`config.mk`:
```
export PLATFORM = sky130hd
export DESIGN_NAME = exti_ctrl
export DESIGN_NICKNAME = d
export VERILOG_FILES = /design/src/rtl/exti_pkg.sv /design/src/rtl/exti_sync.sv /design/src/rtl/exti_cfg_regs.sv /design/src/rtl/exti_detect.sv /design/src/rtl/exti_ctrl.sv
export SDC_FILE = /design/constraint.sdc
export NUM_CORES = 1
export LEC_CHECK = 0
export CAP_MARGIN = 20
export CORE_ASPECT_RATIO = 0.7
export CORE_MARGIN = 8
export CORE_UTILIZATION = 60
export DETAILED_ROUTE_END_ITERATION = 10
export DONT_BUFFER_PORTS = 1
export PLACE_DENSITY = 0.82
export SLEW_MARGIN = 20
export SYNTH_ARGS = -nofsm -noshare
export SYNTH_HDL_FRONTEND = slang
export SYNTH_SLANG_ARGS = --single-unit
```
`constraint.sdc`:
```
create_clock -name clk -period 3.5 [get_ports clk]
set_clock_uncertainty 0.05 [all_clocks]
set_input_delay 0.7 -clock clk [delete_from_list [all_inputs] [get_ports clk]]
set_output_delay 0.7 -clock clk [all_outputs]
set_load 0.03 [all_outputs]
```
`src/rtl/exti_pkg.sv`:
```
package exti_pkg;
  localparam int SLOTS    = 4;
  localparam int REG_BITS = 32;
  localparam int F_MASK   = 0;
  localparam int F_SENSE  = 4;
  localparam int F_BOTH   = 8;
  localparam int F_LEVEL  = 12;
  localparam int F_CLR    = 16;

  typedef struct packed {
    logic level;
    logic sense;
    logic both;
    logic mask;
  } pin_cfg_t;

  localparam pin_cfg_t CFG_RESET = '{level: 1'b1, sense: 1'b0, both: 1'b0, mask: 1'b0};
endpackage

```
`src/rtl/exti_sync.sv`:
```
module exti_sync #(
  parameter int NUM_PINS = 6,
  parameter int STAGES   = 2
) (
  input  logic                clk,
  input  logic                rst,
  input  logic [NUM_PINS-1:0] din,
  output logic [NUM_PINS-1:0] dout
);
  logic [NUM_PINS-1:0] chain [STAGES];

  always_ff @(posedge clk) begin
    if (rst) begin
      for (int s = 0; s < STAGES; s++) chain[s] <= '0;
    end else begin
      chain[0] <= din;
      for (int s = 1; s < STAGES; s++) chain[s] <= chain[s-1];
    end
  end

  assign dout = chain[STAGES-1];
endmodule

```
`src/rtl/exti_cfg_regs.sv`:
```
module exti_cfg_regs
  import exti_pkg::*;
#(
  parameter int NUM_PINS = 6,
  parameter int ADDR_W   = 2
) (
  input  logic                           clk,
  input  logic                           rst,
  input  logic                           we,
  input  logic [ADDR_W-1:0]              addr,
  input  logic [REG_BITS-1:0]            wdata,
  output pin_cfg_t [NUM_PINS-1:0]        cfg_q,
  output logic [NUM_PINS-1:0]            clr_pulse,
  output logic [REG_BITS-1:0]            rdata
);
  logic [REG_BITS-1:0] rd_next;

  for (genvar p = 0; p < NUM_PINS; p++) begin : g_pin
    localparam int RI = p / SLOTS;
    localparam int SL = p % SLOTS;
    logic     hit;
    pin_cfg_t q;

    assign hit = we && (addr == ADDR_W'(RI));

    always_ff @(posedge clk) begin
      if (rst) begin
        q <= CFG_RESET;
      end else if (hit) begin
        q <= '{level: wdata[F_LEVEL+SL], sense: wdata[F_SENSE+SL],
               both:  wdata[F_BOTH+SL],  mask:  wdata[F_MASK+SL]};
      end
    end

    assign cfg_q[p]     = q;
    assign clr_pulse[p] = hit && wdata[F_CLR+SL];
  end

  always_comb begin
    rd_next = '0;
    for (int p = 0; p < NUM_PINS; p++) begin
      if (addr == ADDR_W'(p / SLOTS)) begin
        rd_next[F_MASK  + p % SLOTS] = cfg_q[p].mask;
        rd_next[F_SENSE + p % SLOTS] = cfg_q[p].sense;
        rd_next[F_BOTH  + p % SLOTS] = cfg_q[p].both;
        rd_next[F_LEVEL + p % SLOTS] = cfg_q[p].level;
      end
    end
  end

  always_ff @(posedge clk) begin
    if (rst) rdata <= '0;
    else     rdata <= rd_next;
  end
endmodule

```
`src/rtl/exti_detect.sv`:
```
module exti_detect
  import exti_pkg::*;
#(
  parameter int NUM_PINS = 6
) (
  input  logic                    clk,
  input  logic                    rst,
  input  logic [NUM_PINS-1:0]     lvl_in,
  input  pin_cfg_t [NUM_PINS-1:0] cfg,
  input  logic [NUM_PINS-1:0]     clr,
  output logic [NUM_PINS-1:0]     pend,
  output logic [NUM_PINS-1:0]     req
);
  logic [NUM_PINS-1:0] prev_q;
  logic [NUM_PINS-1:0] hit;
  logic [NUM_PINS-1:0] pend_n;
  logic [NUM_PINS-1:0] req_n;

  for (genvar p = 0; p < NUM_PINS; p++) begin : g_pin
    logic rise, fall, sel;
    assign rise      = lvl_in[p] & ~prev_q[p];
    assign fall      = ~lvl_in[p] & prev_q[p];
    assign sel       = cfg[p].both ? (rise | fall) : (cfg[p].sense ? rise : fall);
    assign hit[p]    = ~cfg[p].level & sel;
    // a fresh edge outranks an acknowledge in the same cycle
    assign pend_n[p] = hit[p] | (pend[p] & ~clr[p]);
    assign req_n[p]  = cfg[p].mask &
                       (cfg[p].level ? (lvl_in[p] == cfg[p].sense) : pend[p]);
  end

  always_ff @(posedge clk) begin
    if (rst) begin
      prev_q <= '0;
      pend   <= '0;
      req    <= '0;
    end else begin
      prev_q <= lvl_in;
      pend   <= pend_n;
      req    <= req_n;
    end
  end
endmodule

```
`src/rtl/exti_ctrl.sv`:
```
module exti_ctrl
  import exti_pkg::*;
#(
  parameter int NUM_PINS     = 6,
  parameter int ADDR_W       = 2,
  parameter int SYNC_STAGES  = 2,
  parameter int SRC_W        = 32,
  parameter int CASCADE_BASE = 24,
  parameter bit CASCADE      = 1'b1
) (
  input  logic                clk,
  input  logic                rst,
  input  logic [NUM_PINS-1:0] ext_pin_i,
  input  logic                cfg_we,
  input  logic [ADDR_W-1:0]   cfg_addr,
  input  logic [31:0]         cfg_wdata,
  output logic [31:0]         cfg_rdata,
  output logic [NUM_PINS-1:0] irq_req,
  output logic [SRC_W-1:0]    agg_src
);
  logic [NUM_PINS-1:0]     sync_lvl;
  pin_cfg_t [NUM_PINS-1:0] cfg_q;
  logic [NUM_PINS-1:0]     clr_pulse;
  logic [NUM_PINS-1:0]     pend;

  exti_sync #(.NUM_PINS(NUM_PINS), .STAGES(SYNC_STAGES)) u_sync (
    .clk(clk), .rst(rst), .din(ext_pin_i), .dout(sync_lvl));

  exti_cfg_regs #(.NUM_PINS(NUM_PINS), .ADDR_W(ADDR_W)) u_regs (
    .clk(clk), .rst(rst), .we(cfg_we), .addr(cfg_addr), .wdata(cfg_wdata),
    .cfg_q(cfg_q), .clr_pulse(clr_pulse), .rdata(cfg_rdata));

  exti_detect #(.NUM_PINS(NUM_PINS)) u_det (
    .clk(clk), .rst(rst), .lvl_in(sync_lvl), .cfg(cfg_q), .clr(clr_pulse),
    .pend(pend), .req(irq_req));

  if (CASCADE) begin : g_casc
    assign agg_src = SRC_W'(irq_req) << CASCADE_BASE;
  end else begin : g_nocasc
    assign agg_src = '0;
  end
endmodule

```
# --- After elaboration in Yosys (flattened, before gate mapping) ---
# Memories as Yosys holds them, arrays and structs flattened.
# Index checks and enable logic that the tools add are counted.
totals:
  reg_bits: 74
  latch_bits: 0
  ram_bits: 12
  mem_bits_ro: 0
  input_bits: 43
  out_inout_bits: 70
  word_cells: 156
  mem_count: 1
mem_list:
  columns: ["memory", "depth", "word_bits", "read_ports", "rd_ports_with_merged_regs", "wr", "line_no", "rtl"]
  rows:
  - ["u_sync.chain", 2, 6, 2, 0, 2, "exti_sync.sv:10", "logic [NUM_PINS-1:0] chain [STAGES];"]
op_classes:
  add_sub_neg: 0
  n_mul: 0
  div_mod_pow: 0
  magnitude_cmp: 0
  eq_ne: 7
  shifts: 0
  n_mux: 39
  bitwise_logic: 69
  reduce_logical: 10
op_table:
  columns: ["cell", "count"]
  rows:
  - ["1-bit 2-to-1 mux", 37]
  - ["1-bit bitwise AND", 30]
  - ["1-bit inverter", 25]
  - ["1-bit bitwise OR", 14]
  - ["6-bit 2-to-1 mux", 2]
  - ["1-bit logical AND", 8]
  - ["1-bit equality test", 6]
  - ["2-bit by 1-bit equality test with 1-bit output, second input constant", 1]
  - ["2-bit zero test", 1]
  - ["2-bit OR reduction", 1]

# --- Logic depth before layout (Yosys ltp) ---
# An unclocked memory read counts as a cell.
depth:
  ltp_word: 7
  mapped_depth: 5
  depth_no_buf: 5

# --- Hierarchy ---
# A second synthesis with hierarchy kept.
hier_totals:
  hier_cells: 339
  hier_area_um2: 3338.2
modules_own_cells:
  columns: ["module", "instances", "cells_per_inst", "area_each_um2", "seq_area_each_um2"]
  rows:
  - ["exti_cfg_regs", 1, 171, 1710.4, 800.8]
  - ["exti_detect", 1, 104, 972.2, 360.3]
  - ["exti_sync", 1, 31, 411.6, 240.2]
  - ["exti_ctrl", 1, 33, 244.0, 0.0]

# --- Least setup slack after synthesis ---
# OpenSTA, ideal clock, no wires.
synth_path:
  path_type: "in2reg"
  start: "in cfg_addr[1]"
  end: "reg u_regs.g_pin[2].q, in the netlist u_regs.cfg_q[11]"
  setup_ps: 123
  arrival_ps: 1458
  t_required_ps: 3327
  setup_slack_ps: 1869
  cell_stages: 5
  path_buffers: 2
  cell_sequence: "or3b_1 buf_6 buf_6 nand2_2 nand3_2"
synth_via:
  elab_chain_cells: 2
synth_lines:
  columns: ["element", "line_no", "rtl"]
  rows:
  - ["start, declared", "exti_ctrl.sv:15", "input logic [ADDR_W-1:0] cfg_addr,"]
  - ["2-bit zero test", "exti_cfg_regs.sv:24", "assign hit = we && (addr == ADDR_W'(RI));"]
  - ["1-bit logical AND", "exti_cfg_regs.sv:24", null]
  - ["end signal, assigned", "exti_cfg_regs.sv:30", "q <= '{level: wdata[F_LEVEL+SL], sense: wdata[F_SENSE+SL],"]
  - ["end, declared", "exti_cfg_regs.sv:22", "pin_cfg_t q;"]
# No other way between the ends.
# A chain may end at the register's enable or synchronous reset.

# --- Final worst setup path ---
layout_path:
  start: "reg u_det.req[1]"
  end: "out agg_src[25]"
layout_rtl:
  columns: ["element", "line_no", "rtl"]
  rows:
  - ["start, declared", "exti_detect.sv:12", "output logic [NUM_PINS-1:0] req"]
  - ["start signal, assigned", "exti_detect.sv:39", "req <= req_n;"]
  - ["end, declared", "exti_ctrl.sv:19", "output logic [SRC_W-1:0] agg_src"]
# No word-level cell between the ends.

==> results.sh <==
export IMPL_grt_util_all_layers_pct=15.80
export IMPL_mapped_avg_cell_area_um2=9.432
export IMPL_crit_path_start_kind="register"
export IMPL_synth_cells_most_frequent="70 x dfxtp_1, 50 x nand2_1, 49 x buf_4, 18 x a21oi_1, 18 x nor2b_1"
export IMPL_clock_root_buffer="clkbuf_8"
export IMPL_tritoncts="built"
export IMPL_drive_above_1_share_pct=10.00
export IMPL_dr_wl_met2_um=2477
export IMPL_drt_total_wl_um=5701
export IMPL_die_area_um2=7688
export IMPL_num_rows=21
export IMPL_floorplan_io_pins=113
export IMPL_postPlaceCellArea_um2=2870
export IMPL_critical_path_startpoint="u_det.req[1]$_SDFF_PP0_"
export IMPL_cell_with_the_most_instances_after_synthesis="dfxtp_1"
export IMPL_vias_per_cell=4.967
export IMPL_required_ps=2750
export IMPL_cts_made_buffers=9
export IMPL_hold_fix_buffers_cts=0
export IMPL_post_synth_main_area_contributors="dfxtp_1 46%, buf_4 12%, nand2_1 6.1%, ha_1 4.9%, nor2b_1 3.7%"
export IMPL_synth_top_area_cell="dfxtp_1"
export IMPL_drtAntennaViolNets=0
export IMPL_deepest_level_of_the_cts_h_tree=3
export IMPL_insertion_delay_ps=340
export IMPL_rrSetupSlack_ps=2100
export IMPL_floorplan_die_width_um=101.4
export IMPL_ctsResizeCount=0
export IMPL_worst_setup_hold_path_clk_slew_ps=70
export IMPL_syn_inst=325
export IMPL_drcViolationCount=0
export IMPL_max_slew_worst_pin_slew_ps=744.8
export IMPL_core_um2=4861
export IMPL_final_setup_viol_count=0
export IMPL_slew_viol_final=0
export IMPL_finalCritPeriodShare_pct=50.86
export IMPL_seq_area_frac_synth_pct=45.71
export IMPL_worstSetupEndpointType="output pin"
export IMPL_relSlewSlack_pct=50.13
export IMPL_worst_hold_path_type="input port to register"
export IMPL_timing_final_hold_violations=0
export IMPL_layout_nets=372
export IMPL_number_of_maximum_capacitance_violations=0
export IMPL_finalInstanceArea_um2=3047
export IMPL_synthesis_area_um2=3065
export IMPL_place_gp_congestion=0.8194
export IMPL_finalCriticalPeriod_ps=1780
export IMPL_post_cts_repair_setup_buffers=0
export IMPL_grt_max_degree=45
export IMPL_antenna_violations_before_repair=0
export IMPL_criticalPathCategory="register to output pin"
export IMPL_first_pass_grt_wire_length_um=9135
export IMPL_clkSinkCount=70
export IMPL_worstHoldStart="rst"
export IMPL_asyncSetResetFlopFracSynth_pct=0
export IMPL_worstPathMaxFanout=2
export IMPL_tns_ps=0
export IMPL_initial_cell_density_of_the_core_pct=63.06
export IMPL_yosysTopAreaCellShare_pct=45.71
export IMPL_grt_setup_unrepaired="no"
export IMPL_place_port_buffers=0
export IMPL_floorplan_die_height_um=75.80
export IMPL_synth_enable_flop_cells=0
export IMPL_vdd_drop_max_v=0.0003007
export IMPL_hpwlAfterDp_um=4151
export IMPL_holdPathEnd="u_det.prev_q[4]$_SDFF_PP0_"
export IMPL_total_leakage_power_nw=1.300
export IMPL_routed_wire_length_per_instance_um=14.66
export IMPL_antennaDiodeCount=0
export IMPL_detail_route_iter0_violations=172
export IMPL_syn_to_final_growth_pct=-0.6123
export IMPL_m1WireLength_um=2586
export IMPL_detail_route_first_pass_iterations=4
export IMPL_dr_max_layer_used="met4"
export IMPL_rr_worst_depth=5
export IMPL_hold_path_cell_count=1
export IMPL_vias=1932
export IMPL_max_clock_freq_ghz=0.5617
export IMPL_worst_ep_arrival_time_ps=1030
export IMPL_power_density_over_cell_area_nw_per_um2=520.5
export IMPL_grt_overflow_total=0
export IMPL_ys_seq_elements=70
export IMPL_max_clock_path_buffers=2
export IMPL_wl_met3_um=524
export IMPL_final_core_util_pct=62.68
export IMPL_yosys_warnings=0
export IMPL_synth_cell_type_count=31
export IMPL_first_global_vias=1873
export IMPL_run_status="completed"
export IMPL_critical_path_reg2reg_endpoint="u_det.pend[3]$_SDFF_PP0_"
export IMPL_crit_reg2reg_launch="u_sync.chain[0][9]$_SDFF_PP0_"
export IMPL_dominantRegCellSynth="dfxtp_1"
export IMPL_final_fill_count=397
==> cell type report <==
class	count	area, µm²	area share (%)
repair buffers	1	7.507	0.2464
clock inverters	5	52.55	1.725
clock buffers	9	123.9	4.066
flip-flops and latches	70	1401	46.00
inverters	13	48.80	1.602
well taps	69	86.33	2.834
multi-input cells	222	1326	43.53
==> power by group <==
part | total [W] | internal (W) | switching (W) | leakage [nW]
Clock | 0.000597 | 0.000317 | 0.000280 | 0.0907
Combinational | 0.000137 | 0.0000377 | 0.0000990 | 0.639
Sequential | 0.000852 | 0.000821 | 0.0000310 | 0.570
Total | 0.00159 | 0.00118 | 0.000410 | 1.30
==> registers in the layout (all words and copies together), names as in the netlist <==
register      flops
u_regs.rdata     16
u_regs.cfg_q     24
u_det.req         6
u_sync.chain     12
u_det.prev_q      6
u_det.pend        6
==> layer usage <==
| layer | global-route usage, % | vias up |
|---|---|---|
| met5 | 0 | - |
| met4 | 7.225 | 0 |
| met3 | 7.299 | 12 |
| met2 | 23.40 | 80 |
| met1 | 19.25 | 895 |
| li1 | - | 945 |
==> layout by cell type (no fill, tap or decap), types with 2 or more instances in the layout <==
cell type	netlist	layout
dfxtp_1	70	70
nand3_2	4	4
a211oi_1	6	6
ha_1	12	12
a211o_1	6	6
a21oi_1	18	18
clkbuf_8	0	9
mux2i_1	8	8
nand3_1	2	2
nand2_1	50	50
nand2_2	4	4
clkinv_2	0	3
inv_1	12	12
nor2b_1	18	18
mux2_2	6	6
and3_1	6	6
nor2_1	14	14
a32o_1	6	6
xnor2_1	6	6
and2_1	8	8
conb_1	1	42
==> stage by stage <==
| stage | setup WS [ps] | total power [W] | hold WS [ps] | instances |
|---|---|---|---|---|
| detailed placement | 1366 | 0.001004 | 370.4 | 375 |
| global route | 1659 | 0.001659 | 340.5 | 389 |
| floorplan | 1869 | 0.001035 | 363.8 | 366 |
| finish | 1720 | 0.001586 | 371.0 | 389 |
| global placement | 1389 | 0.001001 | 373.3 | 375 |
| CTS | 1706 | 0.001592 | 364.2 | 389 |
==> worst max-delay path by stage <==
| stage | to | slack [ps] | cells past startpoint |
|---|---|---|---|
| 6_report | agg_src[25] | 1720 | 0 |
| 5_1_grt | agg_src[25] | 1660 | 0 |
| 4_1_cts | agg_src[26] | 1710 | 0 |
| 3_5_place_dp | u_det.pend[0]$_SDFF_PP0_ | 1370 | 4 |
| 3_3_place_gp | u_det.pend[0]$_SDFF_PP0_ | 1390 | 4 |
| 2_1_floorplan | u_regs.cfg_q[11]$_SDFFE_PP1N_ | 1870 | 5 |
==> cells by family (layout without fill, tap and decap cells) <==
family          count (synthesis)  in the layout  synth area share [%]
other cells                     1             42                0.1223
fa+ha+maj                      12             12                 4.898
flops                          70             70                 45.71
simple gates                  112            112                 18.61
xor+xnor                        6              6                 1.714
compound gates                 36             36                 8.082
mux                            14             14                 4.816
buf+inv                        74             28                 16.04
Power figures use the tool's default switching activity.
